File: config.mk
export PLATFORM = sky130hd
export DESIGN_NAME = irq_cause_ctrl
export DESIGN_NICKNAME = d
export VERILOG_FILES = /design/src/rtl/irq_cc_pkg.sv /design/src/rtl/irq_edge_det.sv /design/src/rtl/irq_cause_regs.sv /design/src/rtl/irq_summary.sv /design/src/rtl/irq_lowest_enc.sv /design/src/rtl/irq_cause_ctrl.sv
export SDC_FILE = /design/constraint.sdc
export NUM_CORES = 1
export LEC_CHECK = 0
export ABC_AREA = 1
export ABC_CLOCK_PERIOD_IN_PS = 2100
export BUFFER_PORTS_ARGS = -buffer_cell sky130_fd_sc_hd__buf_4
export CORE_MARGIN = 5
export CORE_UTILIZATION = 53
export DETAILED_ROUTE_END_ITERATION = 10
export HOLD_SLACK_MARGIN = 0.05
export PLACE_DENSITY = 0.87
export SETUP_SLACK_MARGIN = 0.15
export SLEW_MARGIN = 30
export SYNTH_ARGS = -nofsm -noshare
export SYNTH_HDL_FRONTEND = slang
export SYNTH_SLANG_ARGS = --single-unit
File: constraint.sdc
create_clock -name clk -period 2.1 [get_ports clk]
set_input_delay 0.105 -clock clk [delete_from_list [all_inputs] [get_ports clk]]
set_output_delay 0.105 -clock clk [all_outputs]
set_load 0.02 [all_outputs]
File: src/rtl/irq_cc_pkg.sv
package irq_cc_pkg;

    localparam int DATA_W  = 32;
    localparam int SRC_LO  = 1;
    localparam int SRC_HI  = 29;
    localparam int NSRC    = SRC_HI - SRC_LO + 1;
    localparam int IDX_W   = $clog2(SRC_HI + 1);
    localparam int ADDR_W  = 1;
    localparam int NSUM    = 3;

    localparam logic [ADDR_W-1:0] ADDR_CAUSE = ADDR_W'(0);
    localparam logic [ADDR_W-1:0] ADDR_MASK  = ADDR_W'(1);

    // Summary bit positions inside the cause word and the source groups they cover.
    localparam int SUM_POS [NSUM] = '{0, 30, 31};
    localparam logic [DATA_W-1:0] SUM_SEL [NSUM] = '{
        32'h3FFF_FFFE,   // every source, 29:1
        32'h3C1F_FFFE,   // 29:26 together with 20:1
        32'h03FF_FFFE    // 25:1
    };

endpackage

File: src/rtl/irq_edge_det.sv
module irq_edge_det #(
    parameter int N = 29
) (
    input  logic         clk,
    input  logic         rst_n,
    input  logic [N-1:0] lvl_i,
    output logic [N-1:0] rise_o
);

    typedef struct packed {
        logic [N-1:0] prev;
    } edge_state_t;

    edge_state_t st_d, st_q;

    always_comb begin
        st_d      = st_q;
        st_d.prev = lvl_i;
    end

    always_ff @(posedge clk or negedge rst_n) begin
        if (!rst_n) begin
            st_q <= '0;
        end else begin
            st_q <= st_d;
        end
    end

    assign rise_o = lvl_i & ~st_q.prev;

endmodule

File: src/rtl/irq_cause_regs.sv
module irq_cause_regs
    import irq_cc_pkg::*;
(
    input  logic                 clk,
    input  logic                 rst_n,
    input  logic                 wr_en_i,
    input  logic [ADDR_W-1:0]    addr_i,
    input  logic [DATA_W-1:0]    wdata_i,
    input  logic [SRC_HI:SRC_LO] set_i,
    output logic [SRC_HI:SRC_LO] cause_o,
    output logic [DATA_W-1:0]    mask_o
);

    typedef struct packed {
        logic [SRC_HI:SRC_LO] cause;
        logic [DATA_W-1:0]    mask;
    } reg_state_t;

    reg_state_t r_d, r_q;

    always_comb begin
        r_d = r_q;
        if (wr_en_i && (addr_i == ADDR_CAUSE)) begin
            r_d.cause = r_q.cause & wdata_i[SRC_HI:SRC_LO];
        end
        if (wr_en_i && (addr_i == ADDR_MASK)) begin
            r_d.mask = wdata_i;
        end
        // An arriving event always overrides a clear in the same cycle.
        r_d.cause = r_d.cause | set_i;
    end

    always_ff @(posedge clk or negedge rst_n) begin
        if (!rst_n) begin
            r_q <= '0;
        end else begin
            r_q <= r_d;
        end
    end

    assign cause_o = r_q.cause;
    assign mask_o  = r_q.mask;

endmodule

File: src/rtl/irq_summary.sv
module irq_summary
    import irq_cc_pkg::*;
(
    input  logic [SRC_HI:SRC_LO] cause_i,
    output logic [DATA_W-1:0]    word_o
);

    logic [DATA_W-1:0] full;
    logic [NSUM-1:0]   sum;

    always_comb begin
        full = '0;
        full[SRC_HI:SRC_LO] = cause_i;
    end

    for (genvar g = 0; g < NSUM; g++) begin : g_sum
        assign sum[g] = |(full & SUM_SEL[g]);
    end

    always_comb begin
        word_o = full;
        for (int g = 0; g < NSUM; g++) begin
            word_o[SUM_POS[g]] = sum[g];
        end
    end

endmodule

File: src/rtl/irq_lowest_enc.sv
module irq_lowest_enc
    import irq_cc_pkg::*;
(
    input  logic [SRC_HI:SRC_LO] pend_i,
    output logic                 any_o,
    output logic [IDX_W-1:0]     idx_o
);

    always_comb begin
        idx_o = '0;
        for (int i = SRC_HI; i >= SRC_LO; i--) begin
            if (pend_i[i]) begin
                idx_o = IDX_W'(i);
            end
        end
    end

    assign any_o = |pend_i;

endmodule

File: src/rtl/irq_cause_ctrl.sv
module irq_cause_ctrl
    import irq_cc_pkg::*;
(
    input  logic                 clk,
    input  logic                 rst_n,
    input  logic [SRC_HI:SRC_LO] src_i,
    input  logic                 wr_en_i,
    input  logic [ADDR_W-1:0]    addr_i,
    input  logic [DATA_W-1:0]    wdata_i,
    output logic [DATA_W-1:0]    rdata_o,
    output logic                 irq_o,
    output logic [IDX_W-1:0]     irq_idx_o
);

    logic [SRC_HI:SRC_LO] src_edge;
    logic [SRC_HI:SRC_LO] cause_raw;
    logic [DATA_W-1:0]    mask_q;
    logic [DATA_W-1:0]    cause_word;
    logic [SRC_HI:SRC_LO] pend;
    logic                 any_pend;
    logic [IDX_W-1:0]     low_idx;

    irq_edge_det #(.N(NSRC)) u_edge (
        .clk    (clk),
        .rst_n  (rst_n),
        .lvl_i  (src_i),
        .rise_o (src_edge)
    );

    irq_cause_regs u_regs (
        .clk     (clk),
        .rst_n   (rst_n),
        .wr_en_i (wr_en_i),
        .addr_i  (addr_i),
        .wdata_i (wdata_i),
        .set_i   (src_edge),
        .cause_o (cause_raw),
        .mask_o  (mask_q)
    );

    irq_summary u_sum (
        .cause_i (cause_raw),
        .word_o  (cause_word)
    );

    assign pend = cause_raw & mask_q[SRC_HI:SRC_LO];

    irq_lowest_enc u_enc (
        .pend_i (pend),
        .any_o  (any_pend),
        .idx_o  (low_idx)
    );

    always_comb begin
        case (addr_i)
            ADDR_CAUSE: rdata_o = cause_word;
            ADDR_MASK:  rdata_o = mask_q;
            default:    rdata_o = '0;
        endcase
    end

    assign irq_o     = any_pend;
    assign irq_idx_o = any_pend ? low_idx : '0;

endmodule

==> parameters.txt <==
Parameter                              Value

Status
  Run status    finished, violations left
  Violated checks    negative setup slack

STA
  Count of endpoints failing hold in the final timing report    0
  Setup ws final    -422 ps
  Actual slew at the worst max-slew pin    516 ps
  Fin. max-slew vios    0
  Max-Slew Margin vs Limit    0.656
  Final period utilization    1.20
  Worst setup skew after layout    7.94 ps
  Min Tclk post-route    2520 ps
  Unrepaired setup endpoints after global routing    true
  Final setup fails    1
  Maximum operating frequency    0.397 GHz

Power and ir drop
  Switching portion of total power    0.301
  Worst IR Drop VDD    0.594 mV
  Net switching power    1420 µW
  Internal power component    3310 µW
  Lkg Pwr    0.00300 µW
  Sequential power share    0.436
  Power density of the placed cells    796 nW/µm²
  Part of the total power dissipated in combinational logic    0.259
  Share of power burned in the clock network    0.305

Synth
  Cells after synthesis    435
  Post-Syn Nets    500
  Synth warnings    0
  Top-count cell post-synth    sky130_fd_sc_hd__nand2_1
  Largest cells by area after synthesis    sky130_fd_sc_hd__dfrtp_1, sky130_fd_sc_hd__nand2_1, sky130_fd_sc_hd__o21ai_0
  Cell type contributing the most total cell area after synthesis    sky130_fd_sc_hd__dfrtp_1
  Top cells by instance count after synthesis    sky130_fd_sc_hd__nand2_1, sky130_fd_sc_hd__dfrtp_1, sky130_fd_sc_hd__o21ai_0
  Register area share after synthesis    0.561
  Number of flops mapped to enable cells by yosys    0
  Total of flip-flops plus latches after synthesis    90
  Area share of the leading cell type in the synthesized netlist    0.561
  Async set or reset register ratio after synthesis    1.00
  Netlist Area Pre-Place    4020 µm²
  Mean instance size in the synthesized netlist    9.24 µm²
  Synth unique cells    24
  Predominant post-synthesis flop cell    sky130_fd_sc_hd__dfrtp_1

Finish
  Final core occ    0.811
  Final net count    681
  Area taken by multi-input logic gates    1540 µm²
  Count of antenna diodes in the layout    0
  Area overhead of the layout relative to synthesis    47.9%
  Register Area    2250 µm²
  Number of filler instances in the final layout    423
  Fraction of final layout cells with drive strength greater than 1    0.312

Floorplanning
  Die Height    97.1 µm
  Die X    97.1 µm
  Starting Density    0.548
  Area enclosed by the die boundary    9420 µm²
  Row count    31
  Count of boundary I/O pins    103
  Core Area    7330 µm²

Critical path
  Arrival @ worst endpoint    2420 ps
  Slowest cell on the critical path    sky130_fd_sc_hd__dfrtp_1
  Worst EP required    2000 ps
  Worst path max stage delay    400 ps
  Number of buffer and inverter instances along the worst setup path    2
  Crit path max-delay family    simple AND/OR/NAND/NOR gates
  Most repeated library cell on the critical path    sky130_fd_sc_hd__nand2_1
  Setup CP Type    reg -> out
  Sort of element at the end of the critical path    primary output
  Highest net fanout along the worst path    2
  Startpoint types    flip-flop

Clock network
  Buffer type at the clock tree root    sky130_fd_sc_hd__clkbuf_8
  Clock slew seen by the registers of the worst setup and hold paths    90 ps
  Sink Count    90
  TritonCTS clock tree    built
  Clock latency of the later-clocked register in the worst-skew pair    360 ps
  Level count of the clock H-tree    3
  Num CTS Buffers    9
  Maximum count of clock buffers along a single path    2

Placement
  Pre-CTS setup slack    6.09 ps
  Final HPWL from detailed placement    7570 µm
  Count of input and output buffers    102
  Last weighted congestion value of the routability-driven placer    0.839

Global route
  Wire length of the first global-routing pass    19200 µm
  Final global-route overflow total    0
  Vias in the first global route    4040
  Pin count of the biggest net entering global routing    54
  Antenna violations before repair    0
  Total track usage    0.253

Detailed routing
  Routed Antenna Nets    0
  Average wire per standard cell    16.0 µm
  Number of DRC markers in iteration 0    194
  Pre-antenna DRT Iters    4
  Number of vias after detailed routing    3718
  DRC errors left    0
  DR vias/cell    5.16
  Drt total wl    11500 µm

Run
  Max-cap violations    0

Min path
  Worst min path class    in -> async
[logic make-up after synthesis]
group                  share of synthesized area
AO/OA/AOI/OAI                              0.117
multiplexers                              0.0897
AND/OR/NAND/NOR                            0.166
buffers and inverters                     0.0673
flip-flops                                 0.561
[final timing paths]
kind	endpoint	slack, ps	depth (start not counted)	from
min reg2reg	u_regs.cause_o[12]	420	1	u_edge.st_q[11]
max in group asynchronous	u_regs.mask_o[3]	1180	3	rst_n
min in group clk	u_regs.cause_o[15]	310	5	wr_en_i
max	irq_idx_o[0]	-420	31	u_regs.mask_o[29]
max reg2reg	u_regs.mask_o[29]	1060	3	u_regs.mask_o[29]
min	u_edge.st_q[18]	260	2	rst_n
[placed cells by master, fill, tap and decap left out, types with 2 or more instances in the layout]
master	netlist	routed
sky130_fd_sc_hd__a21oi_1	2	2
sky130_fd_sc_hd__inv_1	58	57
sky130_fd_sc_hd__a31oi_1	2	2
sky130_fd_sc_hd__inv_2	1	2
sky130_fd_sc_hd__nand4_1	7	7
sky130_fd_sc_hd__buf_6	0	3
sky130_fd_sc_hd__nand2_4	8	8
sky130_fd_sc_hd__clkbuf_8	0	10
sky130_fd_sc_hd__nor2_2	0	2
sky130_fd_sc_hd__nand3_1	4	4
sky130_fd_sc_hd__mux2_2	32	32
sky130_fd_sc_hd__bufinv_16	0	3
sky130_fd_sc_hd__nand2_2	3	10
sky130_fd_sc_hd__o21ai_0	79	79
sky130_fd_sc_hd__o21ai_1	4	4
sky130_fd_sc_hd__dfrtp_1	90	90
sky130_fd_sc_hd__nand2_1	111	104
sky130_fd_sc_hd__dlygate4sd3_1	0	62
sky130_fd_sc_hd__buf_4	0	116
sky130_fd_sc_hd__clkinvlp_4	0	2
sky130_fd_sc_hd__nor2_1	12	10
[routing by layer]
| metal | vias to the layer above | global-route usage | routed length (µm) |
|---|---|---|---|
| met4 | 0 | 0.136 | 433 |
| met1 | 1763 | 0.280 | 4290 |
| met3 | 40 | 0.0531 | 634 |
| li1 | 1762 | - | - |
| met5 | - | 0 | 0 |
| met2 | 153 | 0.451 | 6190 |
[sequential cells by signal, indices dropped and copies added (netlist names)]
name / flops
u_edge.st_q: 29
u_regs.cause_o: 29
u_regs.mask_o: 32
[power by group through the flow]
stage	sequential [µW]	combinational [µW]	clock [µW]
6_report	2060	1220	1440
4_1_cts	2060	1180	1460
2_1_floorplan	2060	610	0
5_1_grt	2090	1340	1530
3_5_place_dp	2090	1040	0
3_3_place_gp	2070	1020	0
[per-stage QoR]
stage	power (µW)	TNS, ps	hold WS (ps)	cells	area (µm²)
floorplan	2670	0	-191	435	4020
global placement	3090	0	102	636	4960
detailed placement	3140	0	107	636	4960
CTS	4700	-383	250	717	5900
global route	4960	-1000	304	720	5940
finish	4730	-422	257	720	5940
[cell type report]
cell class	count	share of cell area
Multi-Input combinational cell	273	0.260
Clock inverter	6	0.0192
Timing Repair Buffer	182	0.260
Sequential cell	90	0.379
Clock buffer	10	0.0232
Tap cell	99	0.0208
Inverter	60	0.0381
[repair_timing]
item                                   4_1_cts  5_1_grt
hold buffers                                62        0
setup buffers                                3        3
pin swaps                                    6        4
setup endpoints to repair                    8        9
endpoints found under the hold margin      127        0
gates resized for setup                     11        7
(Power assumes the default switching activity.)
